File: config.mk
export PLATFORM = sky130hd
export DESIGN_NAME = tws_slave
export DESIGN_NICKNAME = d
export VERILOG_FILES = /design/src/rtl/tws_pkg.sv /design/src/rtl/tws_sync.sv /design/src/rtl/tws_frame.sv /design/src/rtl/tws_slave.sv
export SDC_FILE = /design/constraint.sdc
export NUM_CORES = 1
export LEC_CHECK = 0
export BUFFER_PORTS_ARGS = -buffer_cell sky130_fd_sc_hd__buf_2
export CAP_MARGIN = 5
export CORE_MARGIN = 2
export CORE_UTILIZATION = 46
export DETAILED_ROUTE_END_ITERATION = 12
export PLACE_DENSITY_LB_ADDON = 0.1
export SYNTH_ARGS = -nofsm -noshare
export SYNTH_HDL_FRONTEND = slang
export SYNTH_SLANG_ARGS = --single-unit
File: constraint.sdc
create_clock -name clk -period 1.65 [get_ports clk]
set_input_delay 0.0825 -clock clk [delete_from_list [all_inputs] [get_ports clk]]
set_output_delay 0.0825 -clock clk [all_outputs]
set_load 0.03 [all_outputs]
File: src/rtl/tws_pkg.sv
package tws_pkg;
  typedef enum logic [1:0] {
    OC_LOW  = 2'b00,
    OC_OPEN = 2'b01,
    OC_HIGH = 2'b10,
    OC_ALT  = 2'b11
  } oc_level_e;

  typedef struct packed {
    logic [1:0] cap;
    logic [1:0] tim;
    logic [3:0] gain;
  } trim_t;
endpackage

File: src/rtl/tws_sync.sv
module tws_sync #(
  parameter int W      = 3,
  parameter int STAGES = 2
) (
  input  logic         clk,
  input  logic         rst_n,
  input  logic [W-1:0] d,
  output logic [W-1:0] q
);
  for (genvar b = 0; b < W; b++) begin : g_bit
    logic [STAGES-1:0] chain;
    always_ff @(posedge clk or negedge rst_n) begin
      if (!rst_n) chain <= '0;
      else        chain <= {chain[STAGES-2:0], d[b]};
    end
    assign q[b] = chain[STAGES-1];
  end
endmodule

File: src/rtl/tws_frame.sv
module tws_frame #(
  parameter int HDR_W = 4,
  parameter int DAT_W = 8,
  parameter int CNT_W = 5
) (
  input  logic             clk,
  input  logic             rst_n,
  input  logic             se_s,
  input  logic             sck_s,
  input  logic             sd_s,
  output logic             se_d,
  output logic             se_fall,
  output logic             sck_fall,
  output logic [CNT_W-1:0] clk_cnt,
  output logic [HDR_W-1:0] hdr,
  output logic [DAT_W-1:0] shreg
);
  localparam logic [CNT_W-1:0] HDR_LAST = CNT_W'(HDR_W - 1);

  logic             sck_d, se_rise, sck_rise;
  logic [CNT_W-1:0] cnt_n;
  logic [HDR_W-1:0] hdr_n;
  logic [DAT_W-1:0] sh_n;

  assign se_rise  = se_s & ~se_d;
  assign se_fall  = ~se_s & se_d;
  assign sck_rise = se_s & sck_s & ~sck_d;
  assign sck_fall = se_s & ~sck_s & sck_d;

  always_comb begin
    cnt_n = clk_cnt;
    hdr_n = hdr;
    sh_n  = shreg;
    if (se_rise) begin
      cnt_n = '0;
      hdr_n = '0;
      sh_n  = '0;
    end else if (sck_rise) begin
      if (clk_cnt != '1) cnt_n = clk_cnt + 1'b1;
      sh_n = {shreg[DAT_W-2:0], sd_s};
      if (clk_cnt == HDR_LAST) hdr_n = {shreg[HDR_W-2:0], sd_s};
    end
  end

  always_ff @(posedge clk or negedge rst_n) begin
    if (!rst_n) begin
      se_d    <= 1'b0;
      sck_d   <= 1'b0;
      clk_cnt <= '0;
      hdr     <= '0;
      shreg   <= '0;
    end else begin
      se_d    <= se_s;
      sck_d   <= sck_s;
      clk_cnt <= cnt_n;
      hdr     <= hdr_n;
      shreg   <= sh_n;
    end
  end
endmodule

File: src/rtl/tws_slave.sv
module tws_slave
  import tws_pkg::*;
#(
  parameter int ADDR_W      = 3,
  parameter int LONG_CLKS   = 16,
  parameter int SHORT_CLKS  = 8,
  parameter int SYNC_STAGES = 2
) (
  input  logic              clk,
  input  logic              rst_n,
  input  logic [1:0]        oc_level,
  input  logic [ADDR_W-1:0] strap_addr,
  input  logic              ser_en,
  input  logic              ser_clk,
  input  logic              ser_din,
  output logic              ser_dout,
  output logic              ser_doe,
  output logic [1:0]        cap_sel,
  output logic [1:0]        time_sel,
  output logic [3:0]        gain_sel,
  output logic              out_en
);
  localparam int TRIM_W = $bits(trim_t);
  localparam int HDR_W  = ADDR_W + 1;
  localparam int CNT_W  = $clog2(LONG_CLKS + 2);
  localparam logic [CNT_W-1:0] LONG_C  = CNT_W'(LONG_CLKS);
  localparam logic [CNT_W-1:0] SHORT_C = CNT_W'(SHORT_CLKS);

  // reset: asserted asynchronously, released on the clock
  logic [1:0] rst_pipe;
  logic       rst_ni;
  always_ff @(posedge clk or negedge rst_n) begin
    if (!rst_n) rst_pipe <= 2'b00;
    else        rst_pipe <= {rst_pipe[0], 1'b1};
  end
  assign rst_ni = rst_pipe[1];

  logic [2:0] raw_s;
  tws_sync #(.W(3), .STAGES(SYNC_STAGES)) u_sync (
    .clk(clk), .rst_n(rst_ni), .d({ser_en, ser_clk, ser_din}), .q(raw_s)
  );

  logic              se_d, se_fall, sck_fall;
  logic [CNT_W-1:0]  clk_cnt;
  logic [HDR_W-1:0]  hdr;
  logic [TRIM_W-1:0] shreg;
  tws_frame #(.HDR_W(HDR_W), .DAT_W(TRIM_W), .CNT_W(CNT_W)) u_frame (
    .clk(clk), .rst_n(rst_ni),
    .se_s(raw_s[2]), .sck_s(raw_s[1]), .sd_s(raw_s[0]),
    .se_d(se_d), .se_fall(se_fall), .sck_fall(sck_fall),
    .clk_cnt(clk_cnt), .hdr(hdr), .shreg(shreg)
  );

  logic is_high, hit, rd_dir;
  assign is_high = (oc_level == OC_HIGH);
  assign rd_dir  = hdr[HDR_W-1];
  assign hit     = (hdr[ADDR_W-1:0] == strap_addr);

  trim_t             trim_q, trim_n;
  logic              sel_q, sel_n, oe_q, oe_n, out_q, out_n;
  logic [TRIM_W-1:0] tx_q, tx_n;

  always_comb begin
    trim_n = trim_q;
    sel_n  = sel_q;
    oe_n   = oe_q;
    tx_n   = tx_q;
    if (se_fall) begin
      oe_n = 1'b0;
      if (is_high)
        sel_n = (clk_cnt == SHORT_C) && !rd_dir && hit;
      else if ((clk_cnt == LONG_C) && !rd_dir && hit)
        trim_n = trim_t'(shreg);
    end else if (sck_fall && !is_high) begin
      if (clk_cnt == SHORT_C) begin
        if (rd_dir && hit) begin
          oe_n = 1'b1;
          tx_n = trim_q;
        end
      end else if (oe_q) begin
        tx_n = {tx_q[TRIM_W-2:0], 1'b0};
      end
    end
    case (oc_level)
      OC_LOW:  out_n = 1'b0;
      OC_HIGH: out_n = sel_q;
      default: out_n = 1'b1;
    endcase
  end

  always_ff @(posedge clk or negedge rst_ni) begin
    if (!rst_ni) begin
      trim_q <= '0;
      sel_q  <= 1'b0;
      oe_q   <= 1'b0;
      tx_q   <= '0;
      out_q  <= 1'b0;
    end else begin
      trim_q <= trim_n;
      sel_q  <= sel_n;
      oe_q   <= oe_n;
      tx_q   <= tx_n;
      out_q  <= out_n;
    end
  end

  assign ser_dout = tx_q[TRIM_W-1];
  assign ser_doe  = oe_q;
  assign cap_sel  = trim_q.cap;
  assign time_sel = trim_q.tim;
  assign gain_sel = trim_q.gain;
  assign out_en   = out_q;

  // the trim word moves only on the cycle after a frame closes
  a_r3_trim_moves_at_close: assert property (@(posedge clk) disable iff (!rst_ni)
    (trim_q != $past(trim_q)) |-> $past(se_fall));

  // selection is gained only when a frame closes in high mode
  a_r6_sel_rises_at_close: assert property (@(posedge clk) disable iff (!rst_ni)
    $rose(sel_q) |-> $past(se_fall && is_high));

  // the data pad is driven only inside a frame
  a_r8_doe_inside_frame: assert property (@(posedge clk) disable iff (!rst_ni)
    ser_doe |-> se_d);

  // drive starts on a falling serial clock
  a_r8_doe_starts_on_fall: assert property (@(posedge clk) disable iff (!rst_ni)
    $rose(ser_doe) |-> $past(sck_fall));

  // low level keeps the analog output off
  a_r5_low_blocks_output: assert property (@(posedge clk) disable iff (!rst_ni)
    (oc_level == OC_LOW) |=> !out_en);
endmodule

==> flow_summary.yaml, run 1 <==
synthesis:
  ys.flop_type: "dfrtp_1"
  synth-edff-count: 0
  synth-seq-cells: 46
  avgSynthCellArea_um2: 12.9
  synth_area_leader_cell: "dfrtp_1"
  synthDistinctLibCells: 30
  ys_warn_count: 0
  synth-async-reset-ratio: 1.00
  synth_area_leaders: "dfrtp_1, mux2_2, mux2i_1"
  synth_top_area_share: 0.592
  synth_fp_nets: 164
  syn_inst: 151
  syn_area_um2: 1940
  yosysSeqAreaShare: 0.592
setup_path:
  crit_chain: "inv_1 > ha_1 > and4bb_2 > nand4_1 > o21ai_4 > buf_12 > mux2_4"
  cp_slowest_cell: "dfrtp_1"
  crit_path_end_kind: "register"
  critical_path_class: "reg -> reg"
  path_buf_inv: 2
  worstPathMaxFanout: 6
  crit_family: "simple AND/OR/NAND/NOR gates"
  crit_required_ns: 1.83
  worstSetupStartpointType: "register"
  arrival_ns: 2.00
  r2r_start: "u_frame.clk_cnt[0]"
  critPathMaxStageDelay_ns: 0.39
  critPathLaunch: "u_frame.clk_cnt[0]"
timing:
  slew_viol_final: 0
  finalCritPeriodShare: 1.11
  setup_violations: 19
  fin_ws_ns: -0.174
  fin_skew_ns: 0.00537
  fin_crit_ns: 1.82
  tightest_slew_ns: 0.558
  slew_headroom: 0.628
  hold_violations: 0
  rsz0062_at_grt: "true"
  timing.fmax_ghz: 0.548
pwr:
  p_leak_nw: 1.25
  ir_drop_uv: 559
  cellPowerDensity_nw_per_um2: 797
routing:
  vias_per_cell: 5.09
  drtIter0Drc: 37
  drt_pass1_iterations: 4
  route.detailed.wl_per_inst_um: 14.2
  drc: 0
  postRouteAntennaNets: 0
  wirelength_um: 3550
  vias: 1277
place:
  numPortBuffers: 20
  dp_cells: 234
  dp_hpwl_um: 2480
  gp_congestion: 0.837
finish:
  multi_input_area_um2: 871
  fillers: 323
  utilization: 0.627
  num-nets-final: 213
  register_area_um2: 1150
  syn_to_final_growth_pct: 30.0
  antenna_cells: 0
  final_cells: 251
  layout-drive-gt1-share: 0.403
floorplan:
  initial_core_util: 0.483
  io_pins: 21
  die_w_um: 69.0
  rows: 23
  coreArea_um2: 4030
  die_y_um: 69.0
  die_area_um2: 4760
clock_tree:
  cts_buffers: 5
  cts.root.buffer_cell: "clkbuf_8"
  cts_buffer_depth: 2
  htree_levels: 2
  clock_latency_ns: 0.29
  numClockSinks: 46
  cts_tree: "built"
  clk_pin_slew_ns: 0.08
grt:
  antenna_found_initial: 0
  grt_start_max_net_pins: 45
  grt_usage: 0.157
  grt_overflow: 0
  grt_pass1_wl_um: 6020
  grt_pass1_vias: 1269
status:
  violations: "negative setup slack"
  outcome: "complete, but fails checks"
min_path:
  worst_hold_path_type: "in -> reg"
  hp-start: "oc_level[1]"
run:
  drv_cap: 0
==> placed cells by master, fill, tap and decap left out, types with 2 or more instances in the layout <==
master          n
xnor2_1         4
buf_2          20
nor2_1         13
buf_4          17
nor2b_1         2
and4bb_2        2
nand2b_1        2
dfrtp_1        45
nand4bb_1       2
o21ai_0         8
mux2_4         13
mux2i_1        10
clkbuf_8        6
inv_1           3
a21oi_1         2
nand3_1         4
buf_6           2
dlygate4sd3_1   5
mux2_2          8
nand4_1         2
nand2_1        10
ha_4            2
==> power breakdown <==
| group | switching, mW | internal, mW | total (mW) |
|---|---|---|---|
| Combinational | 0.0783 | 0.0722 | 0.150 |
| Clock | 0.363 | 0.337 | 0.699 |
| Sequential | 0.0144 | 1.15 | 1.16 |
==> flip-flops by register name (all words and copies together) (netlist names) <==
name,cells
u_frame.hdr,4
out_en,1
u_frame.sck_d,1
cap_sel,2
sel_q,1
u_frame.clk_cnt,5
gain_sel,4
u_frame.se_d,1
u_sync.g_bit.chain,6
u_frame.shreg,8
time_sel,2
rst_pipe,2
tx_q,8
ser_doe,1
==> timing repair <==
action                                  in CTS  in global routing
gates resized for setup                     17                  3
buffers inserted                             1                  3
hold buffers                                 5                  0
hold endpoints to repair                     6                  0
pin swaps                                    6                  4
endpoints found under the setup margin      21                 21
==> synthesized netlist by cell type, types with 2 or more instances <==
cell type / count
and4bb_2: 2
nand3_1: 4
nand2b_1: 2
mux2i_1: 10
ha_1: 3
mux2_2: 21
nor2_1: 13
a21oi_1: 2
nand4bb_1: 2
dfrtp_1: 46
nand2_1: 10
inv_1: 3
o21ai_0: 8
nor2b_1: 2
clkbuf_1: 3
xnor2_1: 5
nand4_1: 2
==> cell families (layout without fill, tap and decap cells) <==
kind of cell | after synthesis | count (layout) | synth area share
other | 1 | 1 | 0.00193
adder cells (fa/ha/maj) | 3 | 3 | 0.0193
multiplexers | 31 | 31 | 0.173
AO/OA/AOI/OAI | 13 | 13 | 0.0386
buffers and inverters | 7 | 57 | 0.0142
XOR/XNOR | 6 | 6 | 0.0270
flip-flops | 46 | 46 | 0.592
AND/OR/NAND/NOR | 44 | 44 | 0.134
==> layer usage <==
metal	GRT usage	part of all wire	up-vias
li1	-	-	622
met1	0.219	0.48	633
met2	0.249	0.49	18
met3	0.0351	0.024	4
met4	0.0458	0.0084	0
met5	0	0	-
==> cell type report <==
| cell class | count | share of cell area |
|---|---|---|
| repair buffers | 46 | 0.133 |
| clock inverters | 2 | 0.00495 |
| multi-input cells | 98 | 0.345 |
| well taps | 50 | 0.0248 |
| clock buffers | 6 | 0.0327 |
| flip-flops and latches | 46 | 0.456 |
| inverters | 3 | 0.00446 |
==> path summary, 6_finish.rpt <==
path	end	slack (ns)	cells after the start
worst max register to register	tx_q[3]	-0.17	7
min in group asynchronous	rst_pipe[1]	0.12	2
worst max-delay path	tx_q[3]	-0.17	7
max in group asynchronous	u_frame.shreg[7]	0.94	1
worst min-delay path	out_en	0.02	2
worst min register to register	tx_q[2]	0.33	1
==> per-stage QoR <==
stage	TNS, ns	area, um2	hold slack, ns	power, mW	setup slack (ns)
2_1_floorplan	-1.97	1970	-0.213	1.26	-0.140
3_3_place_gp	-2.34	2260	-0.133	1.32	-0.169
3_5_place_dp	-3.20	2260	-0.130	1.32	-0.203
4_1_cts	-2.39	2490	0.0127	2.03	-0.181
5_1_grt	-4.30	2530	0.0144	2.11	-0.269
6_report	-2.25	2530	0.0183	2.01	-0.174
No activity file was read; power rests on OpenSTA's default activity.
==> inputs of run 2 (changes only) <==
==> constraint.sdc (replaced) <==
create_clock -name clk -period 1.65 [get_ports clk]
set_input_delay 0.0825 -clock clk [delete_from_list [all_inputs] [get_ports clk]]
set_output_delay 0.0825 -clock clk [all_outputs]
set_load 0.1 [all_outputs]
==> flow_summary.yaml, run 2 (same netlist as run 1, synthesis figures left out) <==
status:
  outcome: "complete, but fails checks"
  violations: "negative setup slack"
grt:
  antenna_found_initial: 0
  grt_start_max_net_pins: 22
  grt_usage: 0.175
  grt_overflow: 0
  grt_pass1_vias: 1381
  grt_pass1_wl_um: 6530
timing:
  slew_viol_final: 0
  hold_violations: 0
  fin_ws_ns: -0.150
  fin_tns_setup_ns: -2.07
  fin_skew_ns: 0.00775
  setup_violations: 19
  holdWs_ns: 0.0392
  timing.fmax_ghz: 0.556
  rsz0062_at_grt: "true"
  finalCritPeriodShare: 1.09
  fin_crit_ns: 1.80
place:
  numPortBuffers: 20
  gp_congestion: 0.872
  dp_hpwl_um: 2660
  dp_cells: 238
  dpl_cell_area_um2: 2270
  dpl_worst_slack_ns: -0.233
run:
  drv_cap: 0
finish:
  antenna_cells: 0
  top_regs: "tx_q: 8 flops, u_frame.shreg: 8 flops, u_sync.g_bit.chain: 6 flops"
  utilization: 0.650
  fin_area_um2: 2620
  layout_common_cells: "dfrtp_1, buf_2, buf_4, mux2_4, nor2_1"
  syn_to_final_growth_pct: 34.7
  multi_input_area_um2: 916
  layout_commonest_cell: "dfrtp_1"
  fillers: 305
  layout-drive-gt1-share: 0.439
  register_area_um2: 1150
  final_cells: 255
  num-nets-final: 217
setup_path:
  critical_path_class: "reg -> reg"
  crit_required_ns: 1.83
  critPathMaxStageDelay_ns: 0.41
  crit_family: "multiplexers"
  worstSetupStartpointType: "register"
  timing.reg2reg.setup_slack_ns: -0.15
  cp_slowest_cell: "dfrtp_1"
  worstPathMaxFanout: 9
  path_buf_inv: 2
  arrival_ns: 1.98
  crit_path_end_kind: "register"
  crit_chain: "inv_2 > ha_4 > and4bb_2 > buf_4 > mux2_2 > mux2_4"
floorplan:
  coreArea_um2: 4030
  rows: 23
  initial_core_util: 0.483
  io_pins: 21
  die_y_um: 69.0
  die_area_um2: 4760
  die_w_um: 69.0
clock_tree:
  cts_buffers: 5
  clock_latency_ns: 0.30
  cts_tree: "built"
  htree_levels: 2
  cts_buffer_depth: 2
  numClockSinks: 46
  cts.root.buffer_cell: "clkbuf_8"
  clk_pin_slew_ns: 0.08
routing:
  drt_pass1_iterations: 4
  drc: 0
  vias_per_cell: 5.12
  route.detailed.wl_per_inst_um: 14.9
  postRouteAntennaNets: 0
  vias: 1306
  drtIter0Drc: 22
  wirelength_um: 3810
pwr:
  p_leak_nw: 1.29
  ir_drop_uv: 735
  cellPowerDensity_nw_per_um2: 832
  power_mw: 2.18
min_path:
  worst_hold_path_type: "in -> reg"
run 2: cell types whose count changed in the layout (fill, tap and decap cells not counted), moves of 2 or more:
cell	delta
mux2_2	-2
mux2_4	+2
clkbuf_1	+2
buf_4	+2
buf_6	+3
inv_2	+2
inv_1	-2
run 2: routing by layer:
layer  global-route usage  wire [um]  up-vias
li1                     -          -      627
met1                0.211       1670      645
met2                0.302       1930       24
met3               0.0409        108       10
met4               0.0654        105        0
met5                    0          0        -
run 2: worst paths after layout:
check / startpoint / endpoint / cells past startpoint
max in group asynchronous: rst_pipe[1] / u_frame.hdr[3] / 1
worst min-delay path: oc_level[1] / out_en / 2
worst max-delay path: u_frame.clk_cnt[1] / tx_q[2] / 6
worst min register to register: rst_pipe[1] / tx_q[4] / 0
min in group asynchronous: rst_n / rst_pipe[1] / 2
worst max register to register: u_frame.clk_cnt[1] / tx_q[2] / 6
run 2: area by class of cell:
class	instances	area share
clock inverter	1	0.0115
inverter	3	0.00430
sequential	46	0.441
timing repair buffer	50	0.141
tap	50	0.0239
multi-input combinational	98	0.350
clock buffer	7	0.0291
run 2: report_power, final:
part	internal (mW)	switching (mW)	total, mW
logic	0.0986	0.0915	0.190
registers	1.15	0.0250	1.18
clock network	0.453	0.361	0.814
total	1.70	0.477	2.18
run 2: timing repair:
item	4_1_cts	5_1_grt
setup endpoints to repair	21	21
setup buffers	1	3
hold endpoints to repair	5	1
hold buffers	4	1
resized for setup	18	15
gates cloned	0	0
pin swaps	7	8
